--- config.mk ---
export PLATFORM = sky130hd
export DESIGN_NAME = fdiv_shiftreg
export DESIGN_NICKNAME = d
export VERILOG_FILES = /design/src/rtl/fdiv_pkg.sv /design/src/rtl/fdiv_len_latch.sv /design/src/rtl/fdiv_fill_chain.sv /design/src/rtl/fdiv_capture.sv /design/src/rtl/fdiv_shiftreg.sv
export SDC_FILE = /design/constraint.sdc
export NUM_CORES = 1
export LEC_CHECK = 0
export CORE_MARGIN = 4
export CORE_UTILIZATION = 40
export DETAILED_ROUTE_END_ITERATION = 6
export DONT_BUFFER_PORTS = 1
export SYNTH_ARGS = -nofsm -noshare
export SYNTH_HDL_FRONTEND = slang
export SYNTH_SLANG_ARGS = --single-unit
--- constraint.sdc ---
create_clock -name clk -period 2.68 [get_ports clk]
set_input_delay 0.536 -clock clk [delete_from_list [all_inputs] [get_ports clk]]
set_output_delay 0.536 -clock clk [all_outputs]
set_load 0.01 [all_outputs]
--- src/rtl/fdiv_pkg.sv ---
// Package: shared limits and the ratio clamp used by the divider.
// Assumes callers pass values that fit in 32 bits.
package fdiv_pkg;
    localparam int DEF_LEN_W = 7;
    localparam int DEF_N_MIN = 1;
    localparam int DEF_N_MAX = 64;

    // Bound a requested length into [lo, hi].
    function automatic int clamp_len(input int val, input int lo, input int hi);
        if (val < lo) return lo;
        if (val > hi) return hi;
        return val;
    endfunction
endpackage

--- src/rtl/fdiv_len_latch.sv ---
// Holds the clamped ratio setting. The value is loaded on every edge while
// reset is held and is frozen after release.
// Assumes N_MIN >= 1 and N_MAX < 2**LEN_W.
module fdiv_len_latch
    import fdiv_pkg::*;
#(
    parameter int LEN_W = DEF_LEN_W,
    parameter int N_MIN = DEF_N_MIN,
    parameter int N_MAX = DEF_N_MAX
) (
    input  logic             clk,
    input  logic             rst_n,
    input  logic [LEN_W-1:0] len_sel,
    output logic [LEN_W-1:0] n_q
);
    logic [LEN_W-1:0] n_bound;

    // Clamp the raw request into the supported range.
    always_comb begin
        n_bound = LEN_W'(clamp_len(int'(len_sel), N_MIN, N_MAX));
    end

    // Load the setting during reset; hold it afterwards.
    always_ff @(posedge clk) begin
        if (!rst_n) begin
            n_q <= n_bound;
        end
    end

    assert_len_in_range_R3 : assert property (@(posedge clk) disable iff (!rst_n)
        (int'(n_q) >= N_MIN) && (int'(n_q) <= N_MAX));
    assert_len_frozen_R2 : assert property (@(posedge clk) disable iff (!rst_n)
        $past(rst_n) |-> $stable(n_q));
endmodule

--- src/rtl/fdiv_fill_chain.sv ---
// Ones-filling shift chain with a selectable tap. Stage 0 takes a constant
// one. A high clear empties every stage on the rising edge.
// Assumes the tap index stays within 0..N_MAX.
module fdiv_fill_chain
    import fdiv_pkg::*;
#(
    parameter int LEN_W = DEF_LEN_W,
    parameter int N_MAX = DEF_N_MAX
) (
    input  logic             clk,
    input  logic             rst_n,
    input  logic             clr,
    input  logic [LEN_W-1:0] tap_sel,
    output logic             tap
);
    localparam int DEPTH = N_MAX + 1;

    logic [DEPTH-1:0] stage;

    genvar gi;
    generate
        for (gi = 0; gi < DEPTH; gi++) begin : g_stage
            logic d_in;
            if (gi == 0) begin : g_head
                // Serial input is tied high.
                assign d_in = 1'b1;
            end else begin : g_body
                // Each stage takes its lower neighbour.
                assign d_in = stage[gi-1];
            end

            // Shift on the rising edge unless reset or clear holds it at zero.
            always_ff @(posedge clk) begin
                if (!rst_n || clr) begin
                    stage[gi] <= 1'b0;
                end else begin
                    stage[gi] <= d_in;
                end
            end

            if (gi > 0) begin : g_thermo
                assert_fill_contiguous_R5 : assert property (@(posedge clk) disable iff (!rst_n)
                    stage[gi] |-> stage[gi-1]);
            end
        end
    endgenerate

    // Pick the programmed stage as the chain output.
    always_comb begin
        tap = stage[tap_sel];
    end

    assert_clear_empties_R7 : assert property (@(posedge clk) disable iff (!rst_n)
        clr |=> (stage == '0));
    assert_head_fills_R5 : assert property (@(posedge clk) disable iff (!rst_n)
        !clr |=> stage[0]);
endmodule

--- src/rtl/fdiv_capture.sv ---
// Falling-edge capture flop that samples the chain tap. Its output is both
// the divided clock and the chain clear.
// Assumes rst_n is stable around the falling edge.
module fdiv_capture (
    input  logic clk,
    input  logic rst_n,
    input  logic tap,
    output logic q
);
    // Sample the tap on the falling edge; clear it under reset.
    always_ff @(negedge clk) begin
        if (!rst_n) begin
            q <= 1'b0;
        end else begin
            q <= tap;
        end
    end

    assert_capture_follows_tap_R6 : assert property (@(negedge clk) disable iff (!rst_n)
        $past(rst_n) |-> (q == $past(tap)));
endmodule

--- src/rtl/fdiv_shiftreg.sv ---
// Top of the N+2 clock divider: ratio latch, fill chain, capture flop.
// Assumes len_sel is held steady while rst_n is low.
module fdiv_shiftreg
    import fdiv_pkg::*;
#(
    parameter int LEN_W = DEF_LEN_W,
    parameter int N_MIN = DEF_N_MIN,
    parameter int N_MAX = DEF_N_MAX
) (
    input  logic             clk,
    input  logic             rst_n,
    input  logic [LEN_W-1:0] len_sel,
    output logic             div_out
);
    localparam int GAP_W = LEN_W + 2;

    logic [LEN_W-1:0] n_q;
    logic             tap;
    logic             cap_q;

    fdiv_len_latch #(.LEN_W(LEN_W), .N_MIN(N_MIN), .N_MAX(N_MAX)) u_len (
        .clk(clk), .rst_n(rst_n), .len_sel(len_sel), .n_q(n_q)
    );

    fdiv_fill_chain #(.LEN_W(LEN_W), .N_MAX(N_MAX)) u_chain (
        .clk(clk), .rst_n(rst_n), .clr(cap_q), .tap_sel(n_q), .tap(tap)
    );

    fdiv_capture u_cap (
        .clk(clk), .rst_n(rst_n), .tap(tap), .q(cap_q)
    );

    // Drive the divided clock from the capture flop.
    always_comb begin
        div_out = cap_q;
    end

    // Checker state: rising edges since the last high sample.
    logic [GAP_W-1:0] gap;
    logic             seen;
    always_ff @(posedge clk) begin
        if (!rst_n) begin
            gap  <= '0;
            seen <= 1'b0;
        end else if (div_out) begin
            gap  <= GAP_W'(1);
            seen <= 1'b1;
        end else begin
            gap  <= gap + GAP_W'(1);
        end
    end

    assert_single_high_R9 : assert property (@(posedge clk) disable iff (!rst_n)
        div_out |=> !div_out);
    assert_period_R8 : assert property (@(posedge clk) disable iff (!rst_n)
        (div_out && seen) |-> (gap == GAP_W'(n_q) + GAP_W'(2)));
    assert_first_pulse_R6 : assert property (@(posedge clk) disable iff (!rst_n)
        (div_out && !seen) |-> (gap == GAP_W'(n_q) + GAP_W'(1)));
endmodule

==> run_results.csv <==
group,metric,value,unit
die,core_area,6459,µm²
route,viasPerCell,4.932,
die,die_area,8129,µm²
grt,grt_max_degree,35,
cells_and_area,stdcell_count,310,
die,ios,10,
timing,tns,-382.4,ps
pwr,finalPower,1.971,mW
grt,grt_pass1_vias,1553,
place,place_ws,-426.9,ps
timing,hold_violations,0,
timing,skew,36.51,ps
route,ant_nets,0,
cells_and_area,area_growth,11.68,%
pwr,leakage,1.210,nW
die,start_util,41.81,%
route,drt_iter0_drc,76,
worst_setup_path,critical_path_class,"reg2reg",
clock_network,cts_tree,"built",
clock_network,cts_root_buffer,"clkbuf_8",
synth,synth_area_per_cell,12.50,µm²
synth,synthesis.area,2700,µm²
place,dp.cells,295,
grt,grt_pass1_wl,7562,µm
cells_and_area,nNetsFinal,241,
place,place_congestion,0.6822,
worst_setup_path,cp_max_fo,11,
hold_path,hp-start,"len_sel[6]",
cells_and_area,final_area,3015,µm²
clock_network,clock_sinks,73,
route,first_pass_iters,4,
clock_network,htree_levels,3,
timing,rsz0062_at_grt,"yes",
grt,grt_overflow,0,
route,wl_per_cell,14.45,µm
place,port_buffers,0,
die,chipHeight,90.16,µm
pwr,ir_drop,0.3433,mV
timing,final-setup-viol-count,2,
run_status,violations,"negative setup slack",
grt,grt_usage,12.09,%
synth,syn_nets,225,
clock_network,clk_pin_slew,70,ps
worst_setup_path,ff2ff_path_depth,7,
hold_path,whs_endpoint,"u_len.n_q[6]$_SDFFCE_PN0N_",
cells_and_area,n_antenna_cell,0,
timing,relSlewSlack,74.85,%
synth,synth-seq-cells,73,
flow_run,maxCapViolCount,0,
clock_network,clockBufferDepth,2,
route,vias,1529,
synth,synth_warnings,0,
clock_network,cts_inserted_buffers,9,
die,die_x,90.16,µm
synth,seq_area_frac_synth,56.72,%
timing,slew_viol_final,0,
synth,synth_edf_count,7,
route,drt_wl_total,4478,µm
pwr,powerDensity,653.7,nW/µm²
worst_setup_path,start_kind,"register",
worst_setup_path,critPathArrivalTime,1960,ps
worst_setup_path,timing.rr.start,"u_len.n_q[0]$_DFFE_PN_",
synth,synth_cells,216,
die,fp-row-count,29,
grt,antenna_found_initial,0,
synth,synthArstFlopShare,0,%
worst_setup_path,reg2reg_to,"u_cap.q$_SDFF_NN0_",
run_status,status,"finished, violations left",
worst_setup_path,reg2reg_setup_slack,-380,ps
place,place_area,2834,µm²
timing,holdWs,279.8,ps
timing,setup_ws,-378.1,ps
clock_network,insertion_delay,380,ps
route,route.detailed.drc,0,
timing,tightest_slew,367.8,ps
synth,ys_types,33,
cells_and_area,final_core_util,46.69,%
cells_and_area,drive_gt1_share,19.74,%
worst_setup_path,end_kind,"register",
synth,synth_ff_type,"dfxtp_1",
hold_path,hold_depth,0,
worst_setup_path,crit_required,1590,ps
hold_path,hold_path.class,"in2reg",
place,hpwl,2901,µm
state kept, by name, indices dropped and copies added, names as in the netlist:
register,cells
u_len.n_q,7
u_chain.stage,1
u_chain.g_stage.d_in,64
u_cap.q,1
cell usage in the layout, fill, tap and decap left out, types with 3 or more instances in the layout:
cell	netlist	final
buf_4	0	17
and2_1	64	64
mux4_1	7	4
nor3_1	4	4
mux4_2	7	10
clkbuf_8	1	11
dfxtp_1	66	66
nand3_1	6	6
nor2_1	4	3
edfxtp_1	7	7
nor2b_1	7	7
mux2i_1	5	5
cell families after synthesis:
| kind of cell | Yosys count | share of synthesized area (%) |
|---|---|---|
| buf+inv | 18 | 4.634 |
| compound gates | 9 | 2.364 |
| simple gates | 97 | 21.78 |
| flops | 73 | 56.72 |
| mux | 19 | 14.50 |
timing repair:
item,CTS,global route
hold buffers,0,0
endpoints found under the setup margin,2,2
pin swaps,0,0
resized for setup,3,1
setup buffers,1,2
cloned,0,0
worst max-delay path by stage:
stage | endpoint | slack, ps | cells after the start | start
global placement | u_cap.q$_SDFF_NN0_ | -380 | 6 | u_len.n_q[0]$_DFFE_PN_
finish | u_cap.q$_SDFF_NN0_ | -380 | 7 | u_len.n_q[0]$_DFFE_PN_
floorplan | u_cap.q$_SDFF_NN0_ | -240 | 7 | u_len.n_q[0]$_DFFE_PN_
detailed placement | u_cap.q$_SDFF_NN0_ | -430 | 6 | u_len.n_q[0]$_DFFE_PN_
CTS | u_cap.q$_SDFF_NN0_ | -390 | 6 | u_len.n_q[0]$_DFFE_PN_
global route | u_cap.q$_SDFF_NN0_ | -450 | 7 | u_len.n_q[0]$_DFFE_PN_
final cells by class:
type / count / area, µm²
Clock buffer: 11 / 151.4
Clock inverter: 2 / 8.758
Fill cell: 591 / 3443
Inverter: 2 / 7.507
Multi-Input combinational cell: 125 / 1041
Sequential cell: 73 / 1531
Tap cell: 77 / 96.34
Timing Repair Buffer: 20 / 178.9
critical path, stage by stage, from the launching register on:
cell and delay (ps):
edfxtp_1 400, buf_12 160, buf_6 100, mux4_2 520, a31oi_2 150, nand3_1 90
a21boi_1 140, a41oi_1 60
cells in the mapped netlist (all sizes together) (2+ instances only):
| cell type | instances | area share [%] |
|---|---|---|
| nand3 | 6 | 1.1 |
| inv | 3 | 0.42 |
| nor3 | 4 | 0.74 |
| a21oi | 2 | 0.37 |
| nor2b | 7 | 1.6 |
| and2 | 64 | 15 |
| dfxtp | 66 | 49 |
| nand2 | 2 | 0.28 |
| nor4 | 2 | 0.46 |
| nand4 | 2 | 0.46 |
| a22oi | 2 | 0.56 |
| and2b | 2 | 0.60 |
| edfxtp | 7 | 7.8 |
| nor2 | 4 | 0.56 |
| clkbuf | 9 | 1.6 |
| mux4 | 14 | 13 |
| mux2i | 5 | 1.9 |
| buf | 6 | 2.6 |
power by group:
group	total, mW	internal (mW)	leakage [nW]	switching [mW]
combinational	0.115	0.0577	0.521	0.0574
sequential	1.13	1.12	0.600	0.0132
clock	0.726	0.366	0.0883	0.360
layer usage:
| layer | vias to the layer above | global-route usage [%] | part of all wire, % |
|---|---|---|---|
| met5 | - | 0 | 0 |
| met4 | 0 | 6.122 | 1.7 |
| met3 | 11 | 5.342 | 5.8 |
| met2 | 23 | 17.36 | 45 |
| met1 | 731 | 15.37 | 48 |
| li1 | 764 | - | - |
Power figures use the tool's default switching activity.
